File: src/rtl/swfb_pkg.sv
package swfb_pkg;

    // Which half of the division cycle the counters are in.
    typedef enum logic {
        PH_SWALLOW = 1'b1,   // prescaler held at P+1
        PH_MAIN    = 1'b0    // prescaler at P
    } phase_e;

    // A setting is usable when the cycle is long enough and the swallow
    // count fits inside it.
    function automatic logic cfg_legal(input int unsigned b_val,
                                       input int unsigned a_val,
                                       input int unsigned b_floor);
        return (b_val >= b_floor) && (b_val >= a_val);
    endfunction

    function automatic phase_e phase_of(input logic swallow_left);
        return swallow_left ? PH_SWALLOW : PH_MAIN;
    endfunction

endpackage

File: src/rtl/swfb_cfg_check.sv
module swfb_cfg_check #(
    parameter int BW    = 13,
    parameter int AW    = 6,
    parameter int B_MIN = 3
) (
    input  logic [BW-1:0] in_b,
    input  logic [AW-1:0] in_a,
    output logic          legal
);
    localparam int unsigned FLOOR = B_MIN;

    always_comb begin
        legal = swfb_pkg::cfg_legal(32'(in_b), 32'(in_a), FLOOR);
    end
endmodule

File: src/rtl/swfb_cfg_stage.sv
module swfb_cfg_stage #(
    parameter int BW    = 13,
    parameter int AW    = 6,
    parameter int DEF_B = 3,
    parameter int DEF_A = 0
) (
    input  logic          clk,
    input  logic          rst,
    input  logic          wr,
    input  logic          legal,
    input  logic [BW-1:0] in_b,
    input  logic [AW-1:0] in_a,
    input  logic          boundary,
    output logic [BW-1:0] load_b,
    output logic [AW-1:0] load_a,
    output logic          bad
);
    logic [BW-1:0] act_b, pend_b;
    logic [AW-1:0] act_a, pend_a;
    logic          pend_vld;

    // The next cycle takes the staged setting if one is waiting, else it
    // repeats the active one.
    always_comb begin
        load_b = pend_vld ? pend_b : act_b;
        load_a = pend_vld ? pend_a : act_a;
    end

    always_ff @(posedge clk) begin
        if (rst) begin
            act_b    <= BW'(DEF_B);
            act_a    <= AW'(DEF_A);
            pend_b   <= BW'(DEF_B);
            pend_a   <= AW'(DEF_A);
            pend_vld <= 1'b0;
            bad      <= 1'b0;
        end else begin
            bad <= wr && !legal;
            if (boundary) begin
                act_b <= load_b;
                act_a <= load_a;
            end
            // A legal write always lands in staging; the reload above
            // has already used the old staging value on this edge.
            if (wr && legal) begin
                pend_b   <= in_b;
                pend_a   <= in_a;
                pend_vld <= 1'b1;
            end else if (boundary) begin
                pend_vld <= 1'b0;
            end
        end
    end
endmodule

File: src/rtl/swfb_swallow_cnt.sv
module swfb_swallow_cnt #(
    parameter int BW    = 13,
    parameter int AW    = 6,
    parameter int DEF_B = 3,
    parameter int DEF_A = 0
) (
    input  logic          clk,
    input  logic          rst,
    input  logic [BW-1:0] load_b,
    input  logic [AW-1:0] load_a,
    output logic          terminal,
    output logic          mod_hi,
    output logic [BW-1:0] b_left,
    output logic [AW-1:0] a_left
);
    import swfb_pkg::*;

    localparam logic [BW-1:0] B_ONE = BW'(1);
    localparam logic [AW-1:0] A_ONE = AW'(1);

    logic [BW-1:0] b_q;
    logic [AW-1:0] a_q;
    phase_e        phase;

    always_comb begin
        terminal = (b_q == B_ONE);
        phase    = phase_of(a_q != '0);
        mod_hi   = (phase == PH_SWALLOW);
        b_left   = b_q;
        a_left   = a_q;
    end

    always_ff @(posedge clk) begin
        if (rst) begin
            b_q <= BW'(DEF_B);
            a_q <= AW'(DEF_A);
        end else if (terminal) begin
            b_q <= load_b;
            a_q <= load_a;
        end else begin
            b_q <= b_q - B_ONE;
            if (phase == PH_SWALLOW) begin
                a_q <= a_q - A_ONE;
            end
        end
    end
endmodule

File: src/rtl/swallow_fbdiv.sv
module swallow_fbdiv #(
    parameter int BW    = 13,
    parameter int AW    = 6,
    parameter int B_MIN = 3,
    parameter int DEF_B = 3,
    parameter int DEF_A = 0
) (
    input  logic          clk,
    input  logic          rst,
    input  logic          cfg_wr,
    input  logic [BW-1:0] cfg_b,
    input  logic [AW-1:0] cfg_a,
    output logic          mod_hi,
    output logic          fb_pulse,
    output logic          cfg_bad
);
    logic          wr_legal;
    logic          boundary;
    logic [BW-1:0] next_b;
    logic [AW-1:0] next_a;
    logic [BW-1:0] cnt_b;
    logic [AW-1:0] cnt_a;

    swfb_cfg_check #(.BW(BW), .AW(AW), .B_MIN(B_MIN)) u_check (
        .in_b  (cfg_b),
        .in_a  (cfg_a),
        .legal (wr_legal)
    );

    swfb_cfg_stage #(.BW(BW), .AW(AW), .DEF_B(DEF_B), .DEF_A(DEF_A)) u_stage (
        .clk      (clk),
        .rst      (rst),
        .wr       (cfg_wr),
        .legal    (wr_legal),
        .in_b     (cfg_b),
        .in_a     (cfg_a),
        .boundary (boundary),
        .load_b   (next_b),
        .load_a   (next_a),
        .bad      (cfg_bad)
    );

    swfb_swallow_cnt #(.BW(BW), .AW(AW), .DEF_B(DEF_B), .DEF_A(DEF_A)) u_cnt (
        .clk      (clk),
        .rst      (rst),
        .load_b   (next_b),
        .load_a   (next_a),
        .terminal (boundary),
        .mod_hi   (mod_hi),
        .b_left   (cnt_b),
        .a_left   (cnt_a)
    );

    assign fb_pulse = boundary;
endmodule

File: config.mk
export PLATFORM = sky130hd
export DESIGN_NAME = swallow_fbdiv
export DESIGN_NICKNAME = d
export VERILOG_FILES = /design/src/rtl/swfb_pkg.sv /design/src/rtl/swfb_cfg_check.sv /design/src/rtl/swfb_cfg_stage.sv /design/src/rtl/swfb_swallow_cnt.sv /design/src/rtl/swallow_fbdiv.sv
export SDC_FILE = /design/constraint.sdc
export NUM_CORES = 1
export LEC_CHECK = 0
export ABC_AREA = 1
export BUFFER_PORTS_ARGS = -buffer_cell sky130_fd_sc_hd__clkbuf_2
export CORE_ASPECT_RATIO = 0.6
export CORE_UTILIZATION = 60
export CTS_CLUSTER_SIZE = 28
export DETAILED_ROUTE_END_ITERATION = 10
export PLACE_DENSITY = 0.92
export SYNTH_ARGS = -nofsm -noshare
export SYNTH_HDL_FRONTEND = slang
export SYNTH_SLANG_ARGS = --single-unit
File: constraint.sdc
create_clock -name clk -period 1.6 [get_ports clk]
set_input_delay 0.16 -clock clk [delete_from_list [all_inputs] [get_ports clk]]
set_output_delay 0.16 -clock clk [all_outputs]
set_load 0.01 [all_outputs]
==> flow_summary_export.csv, run 1 <==
group,metric,value,unit
outcome,status,"finished clean",
die,rows,19,
hold_path,min_path_type,"input pin to register",
drt,ant_nets,0,
drt,drtIter0Drc,220,
sta,rsz0062_at_grt,"true",
sta,worst_pin_slew,0.574,ns
worst_setup_path,worst_setup_path_end_kind,"primary output",
drt,wirelength,7.45,mm
placement,dp_hpwl,5.39,mm
sta,whs,0.0824,ns
yosys,synth_top_cell_by_area,"dfxtp_1",
clocking,cts.sinks,59,
placement,portBuffers,24,
final_layout,final_area,0.00368,mm2
die,die-area,0.00553,mm2
placement,gp_congestion,0.848,
clocking,cts_tree,"yes",
drt,wl_per_cell,13.1,um
die,io_pins,25,
sta,skew,0.00735,ns
final_layout,fin_cells,568,
power,pwr_density_cell,1480,mW/mm2
drt,via_per_inst,5.32,
drt,wl_met1,3.42,mm
final_layout,drive_gt1_share,18.8,%
placement,dp.cells,547,
final_layout,multi_input_area,0.00161,mm2
drt,remaining_drc_errors,0,
worst_setup_path,setup.worst_path.class,"register to primary output",
drt,detailroute.wirelength.met3,506,um
sta,hold_viol,0,
yosys,synth_common_cells,"nand2_1 (128), inv_1 (76), dfxtp_1 (59)",
sta,fmax,655,MHz
worst_setup_path,arrival,1.37,ns
die,die_h,58.0,um
yosys,ys_warn_count,0,
sta,slew_viol_final,0,
global_routing,grt_pass1_wl,12.3,mm
clocking,h-tree-depth,3,
clocking,cts_max_path_buffers,2,
yosys,syn-instance-count,466,
yosys,ys.flop_type,"dfxtp_1",
global_routing,grt_pass1_vias,2784,
sta,timing.final.crit_share,95.5,%
die,die_w,95.3,um
yosys,synth-edff-count,0,
yosys,synth_fp_nets,497,
worst_setup_path,startpoint_type,"register",
final_layout,nets,531,
yosys,synth_top_area_share,37.7,%
drt,top_layer_used,"met4",
yosys,synth_seq_cells,59,
sta,tns,0,ns
sta,setup_viol,0,
yosys,synth_area,0.00314,mm2
yosys,synthArstFlopShare,0,%
final_layout,area_growth_syn_to_layout,17.2,%
worst_setup_path,timing.rr.start,"u_cnt.b_left[0]",
power,power.leakage,1.77,nW
yosys,synthTopCellsByArea,"dfxtp_1 (38%), nand2_1 (15%), inv_1 (9.1%), a21oi_1 (5.7%), nand4_1 (4.4%)",
sta,fin_crit,1.53,ns
worst_setup_path,cp_max_fo,3,
power,power,5.44,mW
clocking,cts_root_buf,"clkbuf_8",
drt,dr.pass1.iters,5,
final_layout,seq_area,0.00119,mm2
clocking,cts.clk_slew.worst_paths,0.07,ns
final_layout,nFillCells,374,
yosys,yosysMostFrequentCell,"nand2_1",
yosys,ys_seq_area_share,37.7,%
die,core-area,0.00480,mm2
global_routing,grtUsageTotal,29.5,%
drt,routed-wl-met2,3.38,mm
worst_setup_path,required,1.44,ns
global_routing,antenna_found_initial,0,
die,initial_core_util,65.3,%
global_routing,grt_max_degree,38,
clocking,cts_buffers,9,
yosys,netlist-cell-type-count,24,
global_routing,grt-ovfl-total,0,
sta,maxSlewHeadroom,61.7,%
hold_path,worstHoldStart,"cfg_b[10]",
final_layout,antenna_cells,0,
yosys,syn_avg_cell_area,6.73,um2
power,max-vdd-ir-drop,1.44,mV
drt,vias,3022,
worst_setup_path,startpoint,"u_cnt.b_left[1]",
placement,post_dp_cell_area,0.00332,mm2
run,max_cap_viol_count,0,
clocking,clock_latency,0.33,ns
power by group:
part / total, mW / switching (mW) / internal, mW
clock: 1.33 / 0.578 / 0.753
sequential: 1.89 / 0.173 / 1.71
combinational: 2.22 / 1.31 / 0.906
stage by stage:
stage	setup WS (ns)	util, %
after global placement	0.0547	69.1
after global routing	-0.0297	76.6
after floorplan	0.198	-
after CTS	0.0172	74.2
after detailed placement	-0.0109	69.1
final	0.0724	76.6
final cells by class:
| class | instances | area share, % |
|---|---|---|
| Inverter | 79 | 8.20 |
| Clock buffer | 11 | 3.85 |
| Timing Repair Buffer | 44 | 8.30 |
| Clock inverter | 5 | 1.43 |
| Multi-Input combinational cell | 307 | 43.8 |
| Tap cell | 63 | 2.14 |
| Sequential cell | 59 | 32.3 |
path summary, 6_finish.rpt:
check | endpoint | depth (start not counted) | slack [ns]
worst max-delay path | fb_pulse | 6 | 0.07
worst min register to register | u_stage.act_a[4] | 2 | 0.47
worst min-delay path | u_stage.pend_b[10] | 3 | 0.08
worst max register to register | u_cnt.b_left[10] | 8 | 0.07
sequential cells by signal, indices dropped and copies added (netlist names):
| name | flops |
|---|---|
| u_cnt.b_left | 13 |
| u_stage.pend_vld | 1 |
| u_stage.act_a | 6 |
| u_stage.act_b | 13 |
| u_stage.bad | 1 |
| u_stage.pend_a | 6 |
| u_cnt.a_left | 6 |
| u_stage.pend_b | 13 |
critical path, stage by stage, from the launching register on:
cell	delay, ns
dfxtp_2	0.33
inv_2	0.09
ha_4	0.15
nand3_4	0.09
nor3_4	0.18
buf_6	0.12
buf_6	0.09
layout by cell type (no fill, tap or decap), types with 2 or more instances in the layout:
| cell | netlist | layout |
|---|---|---|
| ha_4 | 0 | 2 |
| nor2_2 | 12 | 12 |
| a31oi_1 | 2 | 2 |
| xor2_1 | 9 | 9 |
| inv_2 | 2 | 5 |
| dfxtp_1 | 59 | 57 |
| inv_1 | 76 | 73 |
| nand2_4 | 0 | 2 |
| nor3_2 | 0 | 2 |
| nand2_1 | 128 | 126 |
| nand4_1 | 22 | 22 |
| nor2_1 | 30 | 27 |
| buf_12 | 0 | 2 |
| a21oi_1 | 36 | 36 |
| nand2_2 | 3 | 3 |
| buf_6 | 7 | 2 |
| xnor2_1 | 2 | 2 |
| nor2_4 | 0 | 3 |
| nand3_1 | 21 | 19 |
| clkinv_2 | 1 | 3 |
| buf_4 | 2 | 17 |
| ha_1 | 9 | 7 |
| nand3_4 | 0 | 2 |
| clkbuf_2 | 0 | 23 |
| clkbuf_8 | 0 | 10 |
| o21ai_0 | 27 | 27 |
what timing repair did:
action                                 in CTS  in global routing
setup endpoints to repair                   2                 16
gates cloned                                0                  0
setup buffers                               2                  3
endpoints found under the hold margin       0                  0
hold buffers                                0                  0
resized for setup                          11                 22
pin swaps                                   2                  7
cell families after synthesis:
logic type	Yosys count	synth area share, %
compound gates	66	10.6
flops	59	37.7
buf+inv	100	14.4
xor+xnor	11	3.07
simple gates	221	30.6
fa+ha+maj	9	3.59
layer usage:
layer / vias to the layer above / track usage [%]
met5: - / 0
met4: 0 / 10.2
met3: 21 / 10.6
met2: 103 / 45.3
met1: 1372 / 38.5
li1: 1526 / -
(Power assumes the default switching activity.)
==> run 2: changes to the inputs <==
--- a/config.mk
+++ b/config.mk
@@ -12,6 +12,8 @@
 export CTS_CLUSTER_SIZE = 28
 export DETAILED_ROUTE_END_ITERATION = 10
 export PLACE_DENSITY = 0.92
+export RECOVER_POWER = 50
+export SETUP_SLACK_MARGIN = 0.15
 export SYNTH_ARGS = -nofsm -noshare
 export SYNTH_HDL_FRONTEND = slang
 export SYNTH_SLANG_ARGS = --single-unit
==> run 2 against run 1 <==
Effect of this change:
- total power rose by 13%
- setup slack got worse by 0.024 ns
- critical path depth unchanged
- register-to-register slack better by 0.03 ns
- non-clock buffer count is 16 higher
- final cell count grew 2.8%
- maximum frequency down 1.6%
- global-route usage increased by 0.96 points
- via count up 2.9%
- sequential share of layout area down 1.9 points
- flip-flop and latch count unchanged
- core utilization grew 5.0 points
- critical endpoint unchanged
- largest power group unchanged
==> flow_summary_export.csv, run 2 (synthesized netlist as in run 1, its figures left out) <==
group,metric,value,unit
drt,remaining_drc_errors,0,
hold_path,min_path_type,"input pin to register",
die,initial_core_util,65.3,%
sta,skew,0.00685,ns
power,power_frac_comb,47.1,%
final_layout,area_growth_syn_to_layout,24.9,%
sta,setup_ws,0.0479,ns
clocking,ctsHoldBuffers,0,
drt,via_per_inst,5.32,
die,core-area,0.00480,mm2
clocking,h-tree-depth,3,
die,rows,19,
die,io_pins,25,
power,pwr_density_cell,1560,mW/mm2
final_layout,antenna_cells,0,
power,max-vdd-ir-drop,1.60,mV
die,die_w,95.3,um
die,die-area,0.00553,mm2
power,clockPowerShare,21.8,%
global_routing,grt_pass1_vias,2858,
sta,hold_viol,0,
power,seqPwrFrac,31.2,%
worst_setup_path,r2r_cells,8,
placement,pre_cts_ws,-0.0109,ns
sta,slew_viol_final,0,
drt,wl_per_cell,13.8,um
sta,worst_pin_slew,0.556,ns
global_routing,grt_pass1_wl,12.7,mm
global_routing,grt_max_degree,38,
worst_setup_path,required,1.44,ns
final_layout,mostFrequentLayoutCells,"nand2_1 (124), inv_1 (73), dfxtp_1 (55)",
placement,portBuffers,24,
sta,setup_viol,0,
sta,timing.final.crit_share,97.0,%
final_layout,mostFrequentLayoutCell,"nand2_1",
outcome,status,"finished clean",
power,swShare,38.1,%
worst_setup_path,cp_max_fo,2,
final_layout,nets,547,
sta,fin_crit,1.55,ns
die,die_h,58.0,um
drt,wirelength,8.09,mm
worst_setup_path,setup.worst_path.class,"register to primary output",
worst_setup_path,worst_setup_path_end_kind,"primary output",
sta,rsz0062_at_grt,"true",
global_routing,grtUsageTotal,30.4,%
power,power.leakage,1.85,nW
sta,maxSlewHeadroom,62.9,%
final_layout,post-route-util,81.6,%
clocking,clock_latency,0.33,ns
sta,fmax,644,MHz
clocking,cts.clk_slew.worst_paths,0.07,ns
drt,drtIter0Drc,232,
hold_path,hold_depth,3,
power,net-switching-power,2.33,mW
placement,dp_hpwl,5.39,mm
clocking,cts_buffers,9,
power,power,6.12,mW
clocking,cts_tree,"yes",
clocking,cts.sinks,59,
clocking,cts_max_path_buffers,2,
placement,gp_congestion,0.848,
worst_setup_path,arrival,1.39,ns
drt,dr.pass1.iters,4,
clocking,cts_root_buf,"clkbuf_8",
worst_setup_path,startpoint_type,"register",
drt,ant_nets,0,
sta,whs,0.0859,ns
power,p_int,3.79,mW
run,max_cap_viol_count,0,
drt,vias,3109,
global_routing,antenna_found_initial,0,
final_layout,drive_gt1_share,23.0,%
global_routing,grt-ovfl-total,0,
-- run 2: repair_timing --
| action | 4_1_cts | 5_1_grt |
|---|---|---|
| cloned | 0 | 1 |
| setup endpoints to repair | 31 | 32 |
| pin swaps | 7 | 7 |
| gates resized for setup | 19 | 46 |
| setup buffers | 10 | 10 |
-- run 2: power groups by stage --
stage | clock, mW | sequential (mW) | combinational, mW
finish | 1.33 | 1.91 | 2.88
CTS | 1.34 | 1.87 | 2.12
global route | 1.41 | 1.93 | 3.13
detailed placement | 0 | 1.87 | 1.77
floorplan | 0 | 1.84 | 1.36
global placement | 0 | 1.86 | 1.70
-- run 2: area by class of cell --
| class | instances | area (um2) |
|---|---|---|
| multi-input cells | 307 | 1690 |
| flip-flops and latches | 59 | 1190 |
| fillers | 318 | 885 |
| repair buffers | 60 | 452 |
| inverters | 79 | 317 |
| clock buffers | 11 | 141 |
| well taps | 63 | 78.8 |
| clock inverters | 5 | 52.6 |
-- run 2: worst max-delay path, stage by stage (launching register included) --
cell     delay (ns)
dfxtp_2        0.33
inv_2          0.07
ha_4           0.14
nand3_4        0.08
nor3_4         0.21
buf_6          0.13
buf_6          0.09
-- run 2: path summary, 6_finish.rpt --
path | start | endpoint | slack [ns]
hold / removal | cfg_b[10] | u_stage.pend_b[10] | 0.09
setup / recovery | u_cnt.b_left[1] | fb_pulse | 0.05
hold reg to reg | u_stage.act_a[4] | u_stage.act_a[4] | 0.46
setup reg to reg | u_cnt.b_left[0] | u_cnt.b_left[10] | 0.10
-- run 2: stage by stage --
| stage | std cells | area (um2) | setup TNS [ns] |
|---|---|---|---|
| global route | 584 | 3920 | -0.0353 |
| floorplan | 466 | 3140 | 0 |
| CTS | 573 | 3660 | 0 |
| finish | 584 | 3920 | 0 |
| global placement | 547 | 3320 | 0 |
| detailed placement | 547 | 3320 | -0.0158 |
-- run 2: per-layer routing --
| layer | global-route usage, % | wire (um) | vias up |
|---|---|---|---|
| li1 | - | - | 1560 |
| met1 | 39.5 | 3610 | 1425 |
| met2 | 47.3 | 3750 | 107 |
| met3 | 10.6 | 600 | 17 |
| met4 | 10.6 | 131 | 0 |
| met5 | 0 | 0 | - |
